===== config.mk =====
export PLATFORM = sky130hd
export DESIGN_NAME = brk_override
export DESIGN_NICKNAME = d
export VERILOG_FILES = /design/src/rtl/brk_pkg.sv /design/src/rtl/brk_evt_sel.sv /design/src/rtl/brk_latch.sv /design/src/rtl/brk_pin_drive.sv /design/src/rtl/brk_override.sv
export SDC_FILE = /design/constraint.sdc
export NUM_CORES = 1
export LEC_CHECK = 0
export BUFFER_PORTS_ARGS = -buffer_cell sky130_fd_sc_hd__buf_2
export CORE_AREA = 2 2 39 41
export DETAILED_ROUTE_END_ITERATION = 7
export DIE_AREA = 0 0 41 43
export GPL_TIMING_DRIVEN = 1
export PLACE_DENSITY = 0.4
export REMOVE_ABC_BUFFERS = 1
export SYNTH_ARGS = -nofsm -noshare
export SYNTH_HDL_FRONTEND = slang
export SYNTH_SLANG_ARGS = --single-unit
export TNS_END_PERCENT = 10

===== constraint.sdc =====
create_clock -name clk_i -period 2.45 [get_ports clk_i]
set_input_delay 0.49 -clock clk_i [delete_from_list [all_inputs] [get_ports clk_i]]
set_output_delay 0.49 -clock clk_i [all_outputs]
set_load 0.005 [all_outputs]

===== src/rtl/brk_pkg.sv =====
package brk_pkg;
  typedef enum logic [1:0] {
    OVR_NONE = 2'b00,
    OVR_HIZ  = 2'b01,
    OVR_LOW  = 2'b10,
    OVR_HIGH = 2'b11
  } ovr_e;

  typedef enum logic [1:0] {
    REL_NOW = 2'b00,
    REL_OVF = 2'b01,
    REL_UDF = 2'b10,
    REL_ANY = 2'b11
  } rel_e;
endpackage


===== src/rtl/brk_evt_sel.sv =====
module brk_evt_sel #(
  parameter int NUM_EVT = 4,
  parameter int SEL_W   = 2
) (
  input  logic [NUM_EVT-1:0] evt_i,
  input  logic [SEL_W-1:0]   sel_i,
  output logic               evt_o
);
  logic [NUM_EVT-1:0] hit;

  // One-hot gate per line; this scales to any line count without an index range check.
  for (genvar k = 0; k < NUM_EVT; k++) begin : g_hit
    assign hit[k] = evt_i[k] && (sel_i == SEL_W'(k));
  end

  assign evt_o = |hit;
endmodule


===== src/rtl/brk_latch.sv =====
module brk_latch
  import brk_pkg::*;
(
  input  logic       clk_i,
  input  logic       rst_i,
  input  logic       evt_i,
  input  logic [1:0] rel_mode_i,
  input  logic       ovf_i,
  input  logic       udf_i,
  output logic       brk_next_o,
  output logic       brk_q_o
);
  logic rel_point;

  always_comb begin
    unique case (rel_e'(rel_mode_i))
      REL_NOW: rel_point = 1'b1;
      REL_OVF: rel_point = ovf_i;
      REL_UDF: rel_point = udf_i;
      default: rel_point = ovf_i | udf_i;
    endcase
  end

  // Event wins over any release point; a pending release waits for its pulse.
  assign brk_next_o = evt_i | (brk_q_o & ~rel_point);

  always_ff @(posedge clk_i) begin
    if (rst_i) brk_q_o <= 1'b0;
    else       brk_q_o <= brk_next_o;
  end
endmodule


===== src/rtl/brk_pin_drive.sv =====
module brk_pin_drive
  import brk_pkg::*;
(
  input  logic       clk_i,
  input  logic       rst_i,
  input  logic       brk_i,
  input  logic [1:0] ovr_mode_i,
  input  logic       pwm_i,
  output logic       pin_o,
  output logic       oe_o
);
  logic pin_d, oe_d;

  always_comb begin
    pin_d = pwm_i;
    oe_d  = 1'b1;
    if (brk_i) begin
      unique case (ovr_e'(ovr_mode_i))
        OVR_NONE: begin pin_d = pwm_i; oe_d = 1'b1; end
        OVR_HIZ:  begin pin_d = 1'b0;  oe_d = 1'b0; end
        OVR_LOW:  begin pin_d = 1'b0;  oe_d = 1'b1; end
        default:  begin pin_d = 1'b1;  oe_d = 1'b1; end
      endcase
    end
  end

  always_ff @(posedge clk_i) begin
    if (rst_i) begin
      pin_o <= 1'b0;
      oe_o  <= 1'b1;
    end else begin
      pin_o <= pin_d;
      oe_o  <= oe_d;
    end
  end
endmodule


===== src/rtl/brk_override.sv =====
module brk_override #(
  parameter int NUM_EVT = 4,
  parameter int SEL_W   = (NUM_EVT > 1) ? $clog2(NUM_EVT) : 1
) (
  input  logic               clk_i,
  input  logic               rst_i,
  input  logic [NUM_EVT-1:0] evt_i,
  input  logic [SEL_W-1:0]   evt_sel_i,
  input  logic [1:0]         ovr_mode_i,
  input  logic [1:0]         rel_mode_i,
  input  logic               pwm_i,
  input  logic               cnt_ovf_i,
  input  logic               cnt_udf_i,
  output logic               pin_o,
  output logic               pin_oe_o,
  output logic               brk_active_o
);
  logic evt_sel;
  logic brk_next;

  brk_evt_sel #(.NUM_EVT(NUM_EVT), .SEL_W(SEL_W)) u_sel (
    .evt_i (evt_i),
    .sel_i (evt_sel_i),
    .evt_o (evt_sel)
  );

  brk_latch u_latch (
    .clk_i      (clk_i),
    .rst_i      (rst_i),
    .evt_i      (evt_sel),
    .rel_mode_i (rel_mode_i),
    .ovf_i      (cnt_ovf_i),
    .udf_i      (cnt_udf_i),
    .brk_next_o (brk_next),
    .brk_q_o    (brk_active_o)
  );

  // Driven from the next brake state so the override lands on the latching edge.
  brk_pin_drive u_drv (
    .clk_i      (clk_i),
    .rst_i      (rst_i),
    .brk_i      (brk_next),
    .ovr_mode_i (ovr_mode_i),
    .pwm_i      (pwm_i),
    .pin_o      (pin_o),
    .oe_o       (pin_oe_o)
  );
endmodule


; ---- Word-level counts from Yosys, hierarchy flattened
; Cells that the tools add are included.
[totals]
register_bits = 3
latch_bits = 0
mem_bits_rw = 0
romBits = 0
inputBits = 15
word_cells = 29
n_memories = 0
[op_classes]
n_addsub = 0
multipliers = 0
div_mod_pow = 0
magnitude_cmp = 0
n_eq_ne = 7
shifts = 0
muxes = 4
n_bitwise = 5
reduce_logical = 10
[ops]
columns = op, n
row1 = $eq A2 B2 Y1 const B, 4
row2 = $eq A2 B1 Y1 const B, 3
row3 = $logic_not A2 Y1, 3
row4 = $logic_and A1 B1 Y1, 4
row5 = $reduce_or A2 Y1, 2
row6 = $reduce_or A4 Y1, 1
row7 = $pmux W1 S3, 1
row8 = $mux W1, 2
row9 = $not A1 Y1, 2
row10 = $or A1 B1 Y1, 2
row11 = $pmux W1 S2, 1
row12 = $and A1 B1 Y1, 1

; ---- Logic depth before layout (Yosys ltp)
[depth]
word_depth = 7
ltp_mapped = 5
mapped_depth_nobuf = 5

; ---- By module
; From an unflattened synthesis, not the netlist that was laid out.
[hier_totals]
hier_cells = 20
hier_area_um2 = 200.2
[modules_own_cells]
columns = mod, instances, cells_each, area_per_inst_um2
row1 = brk_pin_drive, 1, 11, 111.4
row2 = brk_latch, 1, 8, 66.3
row3 = brk_evt_sel, 1, 1, 22.5

; ---- Worst setup path before layout
; OpenSTA, ideal clock, no wires.
[synth_timing]
path_kind = input to register
start = input port ovr_mode_i[0]
end = register u_drv.pin_o
setup_time_ns = 0.121
t_arrival_ns = 1.453
required_time_ns = 2.329
path_slack_ns = 0.876
stages = 5
n_path_buf = 0
cell_sequence = inv_1 -> ha_1 -> or3_1 -> o221a_2 -> mux2_4
[synth_between]
elab_chain_cells = 4
word_cells_on_any_way = 6
[synth_lines]
columns = item, line
row1 = start: declaration, brk_override.sv:9  ; input logic [1:0] ovr_mode_i,
row2 = $eq A2 B2 Y1 / $eq A2 B1 Y1 (equally long branches), brk_pin_drive.sv:18  ; unique case (ovr_e'(ovr_mode_i))
row3 = $reduce_or A2 Y1 (no line), -
row4 = $pmux W1 S2 *, brk_pin_drive.sv:18
row5 = $mux W1 *, brk_pin_drive.sv:17  ; if (brk_i) begin
row6 = end signal: assignment, brk_pin_drive.sv:32  ; pin_o <= pin_d;
row7 = end: declaration, brk_pin_drive.sv:9  ; output logic pin_o,
; Mark *: on every way between the ends. The rest lies on a longest branch, timed or not.
; A chain may end at the register's enable or synchronous reset.

; ---- Final worst setup path
; Ends and elaborated chain as after synthesis.

==> summary by stage <==
Run
Across the run, the number of max-cap violations was 0.

Routing
The final route contains between 200 and 250 vias. In the routed layout, each cell is associated on average with a via count of around 3.7. After detailed routing, the average wire length per cell comes to 7.47 um. The sum of routed wire length over all layers is between 400 and 500 um. The first detailed-routing pass ran for 3 iterations.

The count of nets left with antenna violations once routing finished came out at 0. The remaining design rule violation count is 0. The number of DRC violations after detailed-routing iteration 0 is 5.

Logic synthesis
The post-synthesis cell count is 20. By count the netlist is led by 3 x sky130_fd_sc_hd__dfxtp_1, 2 x sky130_fd_sc_hd__ha_1, 2 x sky130_fd_sc_hd__inv_1, 2 x sky130_fd_sc_hd__mux2i_1. In the synthesized netlist, mux cells make up between 20% and 30% of the area. By area the synthesized netlist is led by sky130_fd_sc_hd__dfxtp_1 31%, sky130_fd_sc_hd__ha_1 13%, sky130_fd_sc_hd__mux2i_1 10%. Of the synthesized area, sequential elements account for a little under a third. The synthesized netlist devotes 13.4% of its cell area to simple gates. In the post-synthesis netlist, the cell with the most instances is sky130_fd_sc_hd__dfxtp_1. In this run, synthesis produced a sequential element count of 3. The xor-xnor portion of the synthesized cell area is 0%. In the synthesized netlist the async set-or-reset flop fraction comes to 0%. By area, the combinational part of the netlist is dominated by multiplexers.

The post-synthesis instance area is about 200 sq um. The average cell area after synthesis is 9.82 sq um. The biggest area consumer among synthesized cells is sky130_fd_sc_hd__dfxtp_1. The number of enable-type register cells in the synthesized netlist is 0. The area share of the leading cell type in the synthesized netlist is 30.6%.

The Yosys step of the flow raised 0 warnings. The number of distinct library cells after synthesis is 15. Among all flip-flop cells after synthesis, the most frequent one is sky130_fd_sc_hd__dfxtp_1.

The share of synthesized cell area in full adder, half adder and majority cells is about an eighth. Summing the areas of all compound-gate instances in the mapped netlist gives about 16% of the synthesized area.

Min path
In this run the worst hold path is classified as in -> reg.

Power and ir drop
The clock power share is 47.8%. The internal power of the cells totals between 100 and 150 uW. In this run the static leakage power is ~0.00017 uW.

Of the total power, registers draw slightly above 30%. For this design the ratio of total power to cell area is about 540 mW/mm^2. The maximum vdd ir drop is 0.145 mV. Of the total power, the share spent switching nets is 22.0%. The switching power total is 38.6 uW. Combinational logic burns about a fifth of the power.

Worst setup path
The critical path endpoint category is a flip-flop. The critical path is of the in -> reg type. The largest incremental delay on the critical path is around 0.34 ns. The cell family contributing the most delay on the critical path is simple AND/OR/NAND/NOR gates. The required time reported for the critical path endpoint is around 2.6 ns. The signal on the critical path passes through buf_2 > inv_1 > ha_1 > or3_1 > o221a_2 > mux2_4.

The setup check on the worst reg-to-reg path leaves a slack of 1.10 ns. The critical path data arrival time is 1.59 ns. The worst setup path is launched from a primary input. The number of buffer and inverter instances along the worst setup path is 2. The slowest stage cell on the critical path is sky130_fd_sc_hd__or3_1. In this run the worst path has a maximum fanout of 3.

Clock network
The post-CTS setup-driven buffer insertion count is 0. For the worst-skew pair, the clock arrives at the later sink with an insertion delay of 0.23 ns. CTS built an H-tree with a depth of 1. The CTS tree is built. The number of sinks on the clock net is 3. Buffers inserted to repair hold after CTS numbered 0.

The clock slew at the register clock pins of the worst setup and hold paths is approximately 0.04 ns. Counting along the longest clock path gives a buffer depth of 2. Buffers inserted during clock tree synthesis total 3.

Clock tree synthesis selected as its root buffer the cell sky130_fd_sc_hd__clkbuf_4. The post-cts gate resize count is 0.

Timing
The post-layout worst setup margin is 0.976 ns. The number of max-slew violations in the final report was 0. The number of hold-slack violations in the final timing report is 0.

The setup clock skew after layout is around 0.0024 ns. Headroom to the max-slew limit came out at between 80% and 90%. Setup repair after global routing left no endpoint under its margin. Based on the critical path, the design can be clocked at up to between 600 and 700 MHz. The minimum clock period after layout is between 1 and 1.5 ns.

The slew at the pin closest to its max-slew limit is roughly 0.19 ns. The aggregate negative setup slack is 0 ns. Setup violations remaining at the end of the flow were counted as 0.

The worst path uses roughly three fifths of the clock period.

Placed design
The instance count after placement with tap cells included is 53. The number of port buffers is 17. The pre-CTS worst setup slack is 0.725 ns. Routability-driven placement finished with a final weighted congestion of 0.683.

Die
The initial core utilization is ~14%. The total core area is ~0.0014 sq mm. The I/O pin count is 18. The full die area is around 0.0018 sq mm. Measured along the x axis, the die boundary spans ~40 um. The die span in y is roughly 43 um.

The cell row count is 14.

Layout
The number of inserted diodes is 0. The post-route netlist has 56.1% of its cells at a drive strength greater than 1. The total of fill cells in the finished design is between 150 and 200. The relative area change from synthesis to final layout is 66.9%. For this run, the post-layout net count is 59.

The number of standard cells in the layout, taps in and fillers out is 57.

Status
The flow ran to the end, and the final reports show no timing, DRC or antenna violations.

Global route
The wire length of the first global-routing pass is around 700 um. The initial antenna violation count is 0. The total global-route track usage is between 6 and 7%. The aggregate global routing overflow is 0. The via count of the first global-routing pass is roughly 190. The pin count of the biggest net entering global routing is 4.
-- flip-flops by register name, indices dropped and copies added (netlist names) --
| signal | flops |
|---|---|
| u_drv.pin_o | 1 |
| u_drv.oe_o | 1 |
| u_latch.brk_q_o | 1 |
-- stage by stage --
stage	total power (uW)	hold WS (ns)	utilization (%)	instance area (sq um)
4_1_cts	181	0.462	23.7	328
5_1_grt	193	0.472	23.7	328
3_3_place_gp	92.8	0.661	21.8	302
2_1_floorplan	73.9	0.571	-	196
3_5_place_dp	92.9	0.644	21.8	302
6_report	176	0.470	23.7	328
-- area by class of cell --
type / count / area (sq um) / share of cell area, %
repair buffers: 17 / 85.1 / 26.0
multi-input cells: 15 / 129 / 39.3
flip-flops and latches: 3 / 60.1 / 18.3
well taps: 16 / 20.0 / 6.11
inverters: 2 / 7.51 / 2.29
clock buffers: 4 / 26.3 / 8.02
-- layout by cell type (no fill, tap or decap) --
| master | n |
|---|---|
| sky130_fd_sc_hd__nor2_1 | 1 |
| sky130_fd_sc_hd__nor2b_1 | 1 |
| sky130_fd_sc_hd__clkbuf_4 | 3 |
| sky130_fd_sc_hd__mux2_2 | 1 |
| sky130_fd_sc_hd__a21oi_1 | 1 |
| sky130_fd_sc_hd__inv_1 | 2 |
| sky130_fd_sc_hd__a221o_1 | 1 |
| sky130_fd_sc_hd__o21ai_1 | 1 |
| sky130_fd_sc_hd__dfxtp_1 | 3 |
| sky130_fd_sc_hd__ha_1 | 2 |
| sky130_fd_sc_hd__mux2i_1 | 2 |
| sky130_fd_sc_hd__clkbuf_1 | 1 |
| sky130_fd_sc_hd__or3_1 | 1 |
| sky130_fd_sc_hd__nand2_1 | 1 |
| sky130_fd_sc_hd__nand2b_1 | 1 |
| sky130_fd_sc_hd__buf_2 | 17 |
| sky130_fd_sc_hd__o221a_2 | 1 |
| sky130_fd_sc_hd__mux2_4 | 1 |
-- logic make-up after synthesis --
| kind of cell | Yosys count |
|---|---|
| AOI/OAI and AO/OA | 4 |
| buffers and inverters | 2 |
| DFF | 3 |
| and+or+nand+nor | 5 |
| muxes | 4 |
| adders and majority gates | 2 |
-- path summary, 6_finish.rpt --
path / startpoint / endpoint / cells after the start
setup / recovery: ovr_mode_i[0] / u_drv.pin_o / 6
hold / removal: rst_i / u_latch.brk_q_o / 2
setup reg to reg: u_latch.brk_q_o / u_drv.pin_o / 4
hold reg to reg: u_latch.brk_q_o / u_latch.brk_q_o / 3
-- layer usage --
layer  vias up  share of wire [%]  global-route usage, %
met5         -                  0                      0
met4         0                  0                   4.00
met1        88                 49                   8.60
li1        113                  -                      -
met3         0                 11                   3.14
met2        11                 40                   7.50
-- power by group through the flow --
| stage | Clock [uW] | Combinational, uW | Sequential, uW |
|---|---|---|---|
| floorplan | 0 | 18.2 | 55.7 |
| global placement | 0 | 37.8 | 55.0 |
| detailed placement | 0 | 37.9 | 55.0 |
| CTS | 88.9 | 37.9 | 54.3 |
| global route | 95.1 | 43.2 | 54.6 |
| finish | 84.0 | 37.3 | 54.3 |
Note: power is estimated with default switching activity, not from simulation.
